===== config.mk =====
export PLATFORM = sky130hd
export DESIGN_NAME = swclk_sync_gen
export DESIGN_NICKNAME = d
export VERILOG_FILES = /design/src/rtl/swclk_pkg.sv /design/src/rtl/swclk_period_rom.sv /design/src/rtl/swclk_sync_meas.sv /design/src/rtl/swclk_osc.sv /design/src/rtl/swclk_sync_gen.sv
export SDC_FILE = /design/constraint.sdc
export NUM_CORES = 1
export LEC_CHECK = 0
export BUFFER_PORTS_ARGS = -buffer_cell sky130_fd_sc_hd__buf_2
export CAP_MARGIN = 20
export CORE_MARGIN = 8
export CORE_UTILIZATION = 31
export DETAILED_ROUTE_END_ITERATION = 6
export PLACE_DENSITY = 0.42
export SYNTH_ARGS = -nofsm -noshare
export SYNTH_HDL_FRONTEND = slang
export SYNTH_SLANG_ARGS = --single-unit

===== constraint.sdc =====
create_clock -name clk -period 9.47 [get_ports clk]
set_clock_uncertainty 0.05 [all_clocks]
set_input_delay 0.947 -clock clk [delete_from_list [all_inputs] [get_ports clk]]
set_output_delay 0.947 -clock clk [all_outputs]
set_load 0.01 [all_outputs]

===== src/rtl/swclk_pkg.sv =====
package swclk_pkg;

    typedef enum logic [1:0] {
        MODE_MASTER   = 2'b00,
        MODE_QUALIFY  = 2'b01,
        MODE_LOCKED   = 2'b10,
        MODE_FALLBACK = 2'b11
    } swclk_mode_e;

    // Frequency in kHz for a code: fine steps up to the knee, coarse above it.
    function automatic int unsigned code_khz(
        input int unsigned code,
        input int unsigned f_min,
        input int unsigned f_fine,
        input int unsigned f_knee,
        input int unsigned f_coarse
    );
        int unsigned fine_codes;
        fine_codes = (f_knee - f_min) / f_fine;
        if (code <= fine_codes)
            return f_min + code * f_fine;
        return f_knee + (code - fine_codes) * f_coarse;
    endfunction

endpackage


===== src/rtl/swclk_period_rom.sv =====
module swclk_period_rom #(
    parameter int unsigned SYS_KHZ      = 125000,
    parameter int unsigned F_MIN_KHZ    = 200,
    parameter int unsigned F_FINE_KHZ   = 50,
    parameter int unsigned F_KNEE_KHZ   = 1200,
    parameter int unsigned F_COARSE_KHZ = 100,
    parameter int unsigned N_CODES      = 27,
    parameter int unsigned DUTY_PCT     = 45,
    parameter int unsigned CODE_W       = 5,
    parameter int unsigned CNT_W        = 12
) (
    input  logic [CODE_W-1:0] code,
    output logic [CNT_W-1:0]  period,
    output logic [CNT_W-1:0]  hi_ticks,
    output logic [CNT_W-1:0]  win_lo,
    output logic [CNT_W-1:0]  win_hi
);
    localparam int unsigned N_ROWS = 2 ** CODE_W;

    logic [CNT_W-1:0] per_tab [N_ROWS];
    logic [CNT_W-1:0] hi_tab  [N_ROWS];
    logic [CNT_W-1:0] lo_tab  [N_ROWS];
    logic [CNT_W-1:0] up_tab  [N_ROWS];

    // Rows past the last code repeat the last code (clamp).
    for (genvar i = 0; i < N_ROWS; i++) begin : g_row
        localparam int unsigned IDX = (i < N_CODES) ? i : N_CODES - 1;
        localparam int unsigned F   = swclk_pkg::code_khz(IDX, F_MIN_KHZ, F_FINE_KHZ,
                                                          F_KNEE_KHZ, F_COARSE_KHZ);
        localparam int unsigned P   = (SYS_KHZ + F / 2) / F;
        assign per_tab[i] = CNT_W'(P);
        assign hi_tab[i]  = CNT_W'((P * DUTY_PCT + 50) / 100);
        assign lo_tab[i]  = CNT_W'((P * 4 + 4) / 5);
        assign up_tab[i]  = CNT_W'((P * 6) / 5);
    end

    assign period   = per_tab[code];
    assign hi_ticks = hi_tab[code];
    assign win_lo   = lo_tab[code];
    assign win_hi   = up_tab[code];
endmodule


===== src/rtl/swclk_sync_meas.sv =====
module swclk_sync_meas #(
    parameter int unsigned CNT_W        = 12,
    parameter int unsigned SYNC_STAGES  = 2,
    parameter int unsigned MIN_HI_TICKS = 17,
    parameter int unsigned MIN_LO_TICKS = 19
) (
    input  logic             clk,
    input  logic             rst_n,
    input  logic             sync_in,
    input  logic [CNT_W-1:0] win_hi,
    output logic             rise,
    output logic             fall,
    output logic             meas_stb,
    output logic             meas_ok,
    output logic [CNT_W-1:0] meas_period,
    output logic             lost_stb
);
    logic [SYNC_STAGES:0] sh_q;
    logic [CNT_W-1:0]     run_cnt;
    logic [CNT_W-1:0]     per_cnt;
    logic                 hi_ok;
    logic                 armed;

    always_ff @(posedge clk or negedge rst_n) begin
        if (!rst_n) sh_q <= '0;
        else        sh_q <= {sh_q[SYNC_STAGES-1:0], sync_in};
    end

    assign rise = sh_q[SYNC_STAGES-1] & ~sh_q[SYNC_STAGES];
    assign fall = ~sh_q[SYNC_STAGES-1] & sh_q[SYNC_STAGES];

    always_ff @(posedge clk or negedge rst_n) begin
        if (!rst_n) begin
            run_cnt     <= '0;
            per_cnt     <= '0;
            hi_ok       <= 1'b0;
            armed       <= 1'b0;
            meas_stb    <= 1'b0;
            meas_ok     <= 1'b0;
            meas_period <= '0;
            lost_stb    <= 1'b0;
        end else begin
            meas_stb <= 1'b0;
            lost_stb <= 1'b0;
            if (rise || fall)        run_cnt <= CNT_W'(1);
            else if (run_cnt != '1)  run_cnt <= run_cnt + 1'b1;
            if (rise)                per_cnt <= CNT_W'(1);
            else if (per_cnt != '1)  per_cnt <= per_cnt + 1'b1;
            if (fall)
                hi_ok <= (run_cnt >= CNT_W'(MIN_HI_TICKS));
            if (rise) begin
                meas_stb    <= 1'b1;
                meas_ok     <= armed && hi_ok && (run_cnt >= CNT_W'(MIN_LO_TICKS));
                meas_period <= per_cnt;
                armed       <= 1'b1;
            end else if (armed && (per_cnt > win_hi)) begin
                lost_stb <= 1'b1;
                armed    <= 1'b0;
            end
        end
    end
endmodule


===== src/rtl/swclk_osc.sv =====
module swclk_osc #(
    parameter int unsigned CNT_W = 12
) (
    input  logic             clk,
    input  logic             rst_n,
    input  logic [CNT_W-1:0] period,
    input  logic [CNT_W-1:0] hi_ticks,
    input  logic             align,
    output logic             wrap,
    output logic             hi_phase
);
    logic [CNT_W-1:0] cnt;

    always_ff @(posedge clk or negedge rst_n) begin
        if (!rst_n)                         cnt <= '0;
        else if (align)                     cnt <= CNT_W'(1);
        else if (cnt >= period - 1'b1)      cnt <= '0;
        else                                cnt <= cnt + 1'b1;
    end

    assign wrap     = (cnt == '0);
    assign hi_phase = (cnt < hi_ticks);
endmodule


===== src/rtl/swclk_sync_gen.sv =====
module swclk_sync_gen
    import swclk_pkg::*;
#(
    parameter int unsigned SYS_KHZ      = 125000,
    parameter int unsigned F_MIN_KHZ    = 200,
    parameter int unsigned F_FINE_KHZ   = 50,
    parameter int unsigned F_KNEE_KHZ   = 1200,
    parameter int unsigned F_COARSE_KHZ = 100,
    parameter int unsigned F_MAX_KHZ    = 1800,
    parameter int unsigned DUTY_PCT     = 45,
    parameter int unsigned CNT_W        = 12,
    parameter int unsigned QUAL_CYCLES  = 64,
    parameter int unsigned LAG_TICKS    = 25,
    parameter int unsigned MIN_HI_TICKS = 17,
    parameter int unsigned MIN_LO_TICKS = 19,
    parameter int unsigned SYNC_STAGES  = 2,
    localparam int unsigned N_CODES     = (F_KNEE_KHZ - F_MIN_KHZ) / F_FINE_KHZ
                                        + (F_MAX_KHZ - F_KNEE_KHZ) / F_COARSE_KHZ + 1,
    localparam int unsigned CODE_W      = $clog2(N_CODES)
) (
    input  logic              clk,
    input  logic              rst_n,
    input  logic [CODE_W-1:0] freq_code,
    input  logic              slave_en,
    input  logic              phase_sel,
    input  logic              sync_in,
    output logic              sync_out,
    output logic              sync_oe,
    output logic              cycle_start,
    output logic [1:0]        mode
);
    localparam int unsigned QUAL_W   = $clog2(QUAL_CYCLES + 1);
    localparam int unsigned LAG_W    = $clog2(LAG_TICKS + 1);
    localparam int unsigned LAG_LOAD = LAG_TICKS - SYNC_STAGES - 1;

    swclk_mode_e      state_q, state_d;
    logic [CODE_W-1:0] code_q;
    logic [CNT_W-1:0] period, hi_ticks, win_lo, win_hi, meas_period;
    logic             rise, fall, meas_stb, meas_ok, lost_stb;
    logic             wrap, hi_phase, in_window, qual_done;
    logic [QUAL_W-1:0] qual_cnt;
    logic [LAG_W-1:0] lag_cnt;
    logic             lag_busy, lag_fire, lag_trig;

    always_ff @(posedge clk or negedge rst_n) begin
        if (!rst_n) code_q <= '0;
        else        code_q <= freq_code;
    end

    swclk_period_rom #(
        .SYS_KHZ(SYS_KHZ), .F_MIN_KHZ(F_MIN_KHZ), .F_FINE_KHZ(F_FINE_KHZ),
        .F_KNEE_KHZ(F_KNEE_KHZ), .F_COARSE_KHZ(F_COARSE_KHZ), .N_CODES(N_CODES),
        .DUTY_PCT(DUTY_PCT), .CODE_W(CODE_W), .CNT_W(CNT_W)
    ) rom_i (
        .code(code_q), .period(period), .hi_ticks(hi_ticks),
        .win_lo(win_lo), .win_hi(win_hi)
    );

    swclk_sync_meas #(
        .CNT_W(CNT_W), .SYNC_STAGES(SYNC_STAGES),
        .MIN_HI_TICKS(MIN_HI_TICKS), .MIN_LO_TICKS(MIN_LO_TICKS)
    ) meas_i (
        .clk(clk), .rst_n(rst_n), .sync_in(sync_in), .win_hi(win_hi),
        .rise(rise), .fall(fall), .meas_stb(meas_stb), .meas_ok(meas_ok),
        .meas_period(meas_period), .lost_stb(lost_stb)
    );

    swclk_osc #(.CNT_W(CNT_W)) osc_i (
        .clk(clk), .rst_n(rst_n), .period(period), .hi_ticks(hi_ticks),
        .align(lag_fire && (state_q == MODE_LOCKED)),
        .wrap(wrap), .hi_phase(hi_phase)
    );

    // Fixed lag from the selected sync edge; synchronizer delay is included.
    assign lag_trig = phase_sel ? fall : rise;

    always_ff @(posedge clk or negedge rst_n) begin
        if (!rst_n) begin
            lag_cnt  <= '0;
            lag_busy <= 1'b0;
        end else if (lag_trig) begin
            lag_cnt  <= LAG_W'(LAG_LOAD);
            lag_busy <= 1'b1;
        end else if (lag_busy) begin
            if (lag_cnt == '0) lag_busy <= 1'b0;
            else               lag_cnt  <= lag_cnt - 1'b1;
        end
    end

    assign lag_fire  = lag_busy && (lag_cnt == '0);
    assign in_window = (meas_period >= win_lo) && (meas_period <= win_hi);
    assign qual_done = meas_stb && meas_ok && (qual_cnt == QUAL_W'(QUAL_CYCLES - 1));

    // Count of consecutive valid periods while qualifying.
    always_ff @(posedge clk or negedge rst_n) begin
        if (!rst_n)                                    qual_cnt <= '0;
        else if (state_q != MODE_QUALIFY)              qual_cnt <= '0;
        else if (lost_stb || (meas_stb && !meas_ok))   qual_cnt <= '0;
        else if (meas_stb)                             qual_cnt <= qual_cnt + 1'b1;
    end

    always_ff @(posedge clk or negedge rst_n) begin
        if (!rst_n) state_q <= MODE_MASTER;
        else        state_q <= state_d;
    end

    always_comb begin
        state_d = state_q;
        unique case (state_q)
            MODE_MASTER:   if (slave_en) state_d = MODE_QUALIFY;          // GO_SLAVE
            MODE_QUALIFY:  if (!slave_en) state_d = MODE_MASTER;          // GO_MASTER
                           else if (qual_done) state_d = MODE_LOCKED;     // QUAL_DONE
            MODE_LOCKED:   if (!slave_en) state_d = MODE_MASTER;          // GO_MASTER
                           else if (lost_stb) state_d = MODE_FALLBACK;    // SYNC_LOST
                           else if (meas_stb && !in_window)
                               state_d = MODE_FALLBACK;                   // OUT_OF_WINDOW
            MODE_FALLBACK: if (!slave_en) state_d = MODE_MASTER;          // GO_MASTER
            default:       state_d = MODE_MASTER;
        endcase
    end

    always_comb begin
        sync_oe     = 1'b0;
        sync_out    = 1'b0;
        cycle_start = wrap;
        unique case (state_q)
            MODE_MASTER: begin
                sync_oe  = 1'b1;
                sync_out = hi_phase;
            end
            MODE_LOCKED:   cycle_start = lag_fire;
            MODE_QUALIFY,
            MODE_FALLBACK: cycle_start = wrap;
            default:       cycle_start = wrap;
        endcase
    end

    assign mode = state_q;
endmodule


Yosys cells after proc, flatten, opt, wreduce, memory -nomap -nowiden
Memories as Yosys holds them, arrays and structs flattened.
Cells that the tools add are included.
Word-level totals
  register bits after elaboration: 76
  latch bits: 0
  bits in writable memories: 0
  bits in read-only memories: 1536
  input bits: 10
  output and inout bits: 5
  logic and storage cells: 114
  memories kept: 4
Memories
  (name not given): depth 32, width 12, rd ports 1, clocked after Yosys merged registers in 0, write ports 0, line swclk_period_rom.sv:37  | assign period = per_tab[code];
  (name not given): depth 32, width 12, rd ports 1, clocked after Yosys merged registers in 0, write ports 0, line swclk_period_rom.sv:38  | assign hi_ticks = hi_tab[code];
  (name not given): depth 32, width 12, rd ports 1, clocked after Yosys merged registers in 0, write ports 0, line swclk_period_rom.sv:39  | assign win_lo = lo_tab[code];
  (name not given): depth 32, width 12, rd ports 1, clocked after Yosys merged registers in 0, write ports 0, line swclk_period_rom.sv:40  | assign win_hi = up_tab[code];
Operators by class
  add/sub/neg operators: 6
  $mul: 0
  div/mod/pow operators: 0
  magnitude comparators: 8
  equal/unequal tests: 12
  shift-type cells: 0
  muxes and demuxes: 40
  bitwise gates (word level): 5
  reductions and logical operators: 24
Operators with widths (number)
  2-to-1 mux 12 bit: 14
  adder 12 x 1 -> 12 bit, second input constant: 3
  greater-or-equal comparator 12 bit: 2
  greater-or-equal comparator 12 x 5 -> 1 bit, second input constant: 2
  != test 12 bit, second input constant: 2
  2-to-1 mux 7 bit: 3
  2-to-1 mux 5 bit: 3
  2-to-1 mux 2 bit: 7
  greater-than comparator 12 bit: 1
  <= comparator 12 bit: 1
  logical NOT 12 bit: 1
  less-than comparator 12 bit: 1
  2-to-1 mux 1 bit: 12
  subtractor 12 x 1 -> 12 bit, second input constant: 1
  logical AND 1 bit: 10
  case mux 2 bit (4 select lines): 1
  nonzero test 2 bit: 4
  adder 7 x 1 -> 7 bit, second input constant: 1
  equality test 7 x 6 -> 1 bit, second input constant: 1
  greater-or-equal comparator 6 bit, second input constant: 1
  != test 2 bit, second input constant: 3
  NOT 5 -> 6 bit: 1
  logical NOT 5 bit: 1
  subtractor 5 x 1 -> 5 bit, second input constant: 1
  13 further kinds: 18

Longest topological paths before layout
  depth in word-level cells: 12
  depth in mapped cells: 19
  mapped depth without buffers: 16

Modules after synthesis
A second synthesis with hierarchy kept.
Unflattened totals
  cells, all modules: 751
  area total of the unflattened synthesis: 6667.6 µm²
Modules (own cells, without submodules)
  swclk_sync_meas: instances 1, cells an instance 231, area each 2393.5 µm², seq. area each 1101.1 µm²
  swclk_sync_gen: instances 1, cells an instance 160, area each 1476.4 µm², seq. area each 500.5 µm²
  swclk_osc: instances 1, cells an instance 158, area each 1438.9 µm², seq. area each 300.3 µm²
  swclk_period_rom: instances 1, cells an instance 202, area each 1358.8 µm², seq. area each 0.0 µm²

Least setup slack after synthesis
OpenSTA, ideal clock, no wires.
  path kind: register to register
  from: register code_q[1]
  to: register osc_i.cnt[10]
  library setup time: 0.086 ns
  arrival: 3.385 ns
  data required time: 9.334 ns
  slack: 5.949 ns
  stages on the path, launching flop included: 20
  path buffers: 3
  clock period less this slack: 3.521 ns
  cell sequence: dfrtp_1 buf_2 inv_1 ha_1 clkbuf_1 nor2_1 a211oi_1 a21oi_1 mux2i_1 ha_1 nand3_1 xnor2_1 ha_1 nand4_1 o21ai_0 nor3_1 o21ai_1 a221o_1 buf_2 nor3_1
Between the ends
  cells in the longest elaborated chain, start to end: 8
Ends and longest elaborated chain
  start, declared: line swclk_sync_gen.sv:37  | logic [CODE_W-1:0] code_q;
  start signal, assigned: line swclk_sync_gen.sv:47  | else code_q <= freq_code;
  NOT 5 -> 6 bit (implied by the code): line swclk_period_rom.sv:37
  memory (32 x 12 bit)
  2-to-1 mux 12 bit (implied by the code) (2 in series): line swclk_period_rom.sv:37
  subtractor 12 x 1 -> 12 bit: line swclk_osc.sv:17  | else if (cnt >= period - 1'b1) cnt <= '0;
  greater-or-equal comparator 12 bit: line swclk_osc.sv:17
  2-to-1 mux 12 bit: line swclk_osc.sv:17
  2-to-1 mux 12 bit: line swclk_osc.sv:16  | else if (align) cnt <= CNT_W'(1);
  end signal, assigned: line swclk_osc.sv:18  | else cnt <= cnt + 1'b1;
  end, declared: line swclk_osc.sv:12  | logic [CNT_W-1:0] cnt;
No other way between the ends. The select of a mux whose other input is x is not followed.
A chain may end at the register's enable or synchronous reset.

Worst setup path after layout
  from: register code_q[1]
  to: output port sync_out
Between the ends
  cells in the longest elaborated chain, start to end: 6
Ends and longest elaborated chain
  NOT 5 -> 6 bit (implied by the code): line swclk_period_rom.sv:38
  memory (32 x 12 bit)
  2-to-1 mux 12 bit (implied by the code) (2 in series): line swclk_period_rom.sv:38
  less-than comparator 12 bit: line swclk_osc.sv:22  | assign hi_phase = (cnt < hi_ticks);
  2-to-1 mux 1 bit: line swclk_sync_gen.sv:126  | unique case (state_q)
  end, declared: line swclk_sync_gen.sv:27  | output logic sync_out,
No other way between the ends. The select of a mux whose other input is x is not followed.

==> impl_metrics.ini <==
[outcome]
status = completed

[layout]
syn_to_final_growth_pct = 9.90
post_route_cells_drive_above_1_share_pct = 8.65
n_antenna_cell = 0
fin_nets = 728
seq_area_um2 = 1900
final_area_um2 = 6300
fillers = 1792
multiInputGateArea_um2 = 3560

[die]
die_area_um2 = 23100
die_x_um = 152
fp.dieH_um = 152
ios = 15
start_util_pct = 31.7
core_area_um2 = 18100
rows = 49

[run]
cap_violations = 0

[detailed_routing]
drt_iter0_markers = 358
vias_per_cell = 5.42
final_antenna_net_count = 0
dr.pass1.iters = 6
drc = 0
routed_wl_um = 14900
avgRoutedWirePerCell_um = 16.7
via_count = 4809

[critical_path]
r2r_start = code_q[1]
worstSetupPathType = register to output port
crit_path_start = code_q[1]
cp.required_ps = 8470
r2r_slack_ps = 4910
path_max_fanout = 23
startpoint_type = register
endpoint_kind = output port
reg2regPathDepth = 15
worst_r2r_endpoint = osc_i.cnt[1]
cp_data_arrival_time_ps = 3770

[power_and_ir_drop]
leakagePower_nw = 2.83
power_density_nw_per_um2 = 186
irDropWorstVdd_mv = 0.0919

[yosys]
synth_top_cell_by_area = dfrtp_1
async_reset_ff_share_pct = 100
synth_edf_count = 0
synth_commonest_cells = dfrtp_1 (76), nor2_1 (67), ha_1 (64), nand2_1 (55), o21ai_0 (37)
synth.distinct_cells = 73
yosysMostFrequentCell = dfrtp_1
synthCells = 657
synth_area_um2 = 5740
yosys_register_bits = 76
ys.flop_type = dfrtp_1
synthTopCellsByArea = dfrtp_1 (33%), ha_1 (14%), nor2_1 (4.4%)
synth_area_per_cell_um2 = 8.73
ys_warn_count = 0
netlist.area_leader.share_pct = 33.2
yosysSeqAreaShare_pct = 33.2

[sta]
max_slew_margin_pct = 40.4
fmax_mhz = 210
rsz0062_at_grt = no
report.final.slew_viol_count = 0
period_share_pct = 50.4
final.min_clock_period_ps = 4770
hold_viol = 0
finalSetupTns_ps = 0
finalSetupViolations = 0
tightest_slew_ps = 893

[global_route]
grt_max_degree = 68
antenna_found_initial = 0
grt-ovfl-total = 0
grt_pass1_wl_um = 24900
grt_usage_pct = 13.1
grt_pass1_vias = 4641

[clocking]
cts.repair.resized = 0
clk_pin_slew_ps = 60
cts_setup_buffers = 0
cts_inserted_buffers = 9
clock_latency_ps = 350
root_buffer = clkbuf_16
cts.path.max_buffers = 2
hold_buffers = 0
htree_levels = 3
cts_tree = built
cts_sinks = 76

[hold_path]
hp-class = register to register
whs_path_depth = 0
worstHoldStart = meas_i.sh_q[0]
hold_end = meas_i.sh_q[1]

[placed_design]
dp_hpwl_um = 10700
routabilityCongestion = 0.801
placed_area_um2 = 5970
portBuffers = 14
-- per-layer routing --
metal | global-route usage [%] | up-vias | routed length [um]
met1 | 17.9 | 2333 | 7320
li1 | - | 2375 | -
met2 | 20.1 | 84 | 6820
met3 | 2.21 | 17 | 424
met5 | 0 | - | 0
met4 | 4.90 | 0 | 310
-- layout by cell type, fill, tap and decap left out, types with 12 or more instances in the layout --
cell / count
nand2_1: 55
nor2_1: 67
inv_1: 27
buf_2: 13
ha_1: 64
nor2b_1: 12
nand4_1: 16
nand2b_1: 13
a21oi_1: 36
dfrtp_1: 75
nor3_1: 27
o21ai_0: 37
xor2_1: 19
xnor2_1: 21
nand3_1: 23
-- report_power, final --
part | switching (mW) | leakage (nW) | internal (mW)
Sequential | 0.0772 | 0.985 | 0.374
Clock | 0.153 | 0.159 | 0.235
Combinational | 0.184 | 1.69 | 0.152
Total | 0.415 | 2.83 | 0.761
-- worst max-delay path, cell delays in order, from the launching register on --
cell and delay [ps]:
dfrtp_1 840, inv_1 310, ha_1 620, inv_1 190, o22ai_1 200, o21ai_0 120, ha_1 220, a21o_1 170
a21oi_1 130, nor2b_1 50, o21ai_0 150, nand4b_1 110, nor2_1 150, buf_2 160
-- through the flow --
stage | hold WS, ps | setup slack [ps] | total power [mW] | cells | util [%]
global route | 328 | 4400 | 1.26 | 888 | 34.9
global placement | 308 | 5160 | 0.787 | 872 | 33.0
detailed placement | 310 | 5000 | 0.795 | 872 | 33.0
finish | 332 | 4700 | 1.18 | 888 | 34.9
floorplan | 281 | 5950 | 0.691 | 658 | -
CTS | 327 | 4740 | 1.20 | 888 | 34.9
-- logic make-up after synthesis --
logic type,count (synthesis),share of synthesized area (%)
buffers and inverters,62,4.76
adders and majority gates,64,14.0
xor gates and xnor gates,40,6.11
DFF,76,33.2
and+or+nand+nor,250,21.8
muxes,17,3.21
AOI/OAI and AO/OA,147,16.9
other,1,0.0654
-- sequential cells by signal, summed over array words and instances (netlist names) --
| name | flops |
|---|---|
| meas_i.meas_period | 12 |
| meas_i.per_cnt | 12 |
| meas_i.run_cnt | 12 |
| osc_i.cnt | 12 |
| qual_cnt | 7 |
| code_q | 5 |
| lag_cnt | 5 |
| meas_i.sh_q | 3 |
| mode | 2 |
| lag_busy | 1 |
| meas_i.armed | 1 |
| meas_i.hi_ok | 1 |
| meas_i.lost_stb | 1 |
| meas_i.meas_ok | 1 |
| meas_i.meas_stb | 1 |
-- layout make-up --
class | count | area share [%]
Sequential cell | 76 | 30.2
Clock inverter | 7 | 1.67
Timing Repair Buffer | 20 | 1.87
Multi-Input combinational cell | 520 | 56.6
Clock buffer | 9 | 3.57
Inverter | 27 | 1.61
Tap cell | 229 | 4.55
-- worst max-delay path by stage --
stage	slack, ps	endpoint	cells past startpoint
finish	4700	sync_out	13
global route	4400	sync_out	13
CTS	4740	sync_out	13
detailed placement	5000	osc_i.cnt[1]	15
global placement	5160	osc_i.cnt[1]	15
floorplan	5950	osc_i.cnt[10]	19
(Power assumes the default switching activity.)
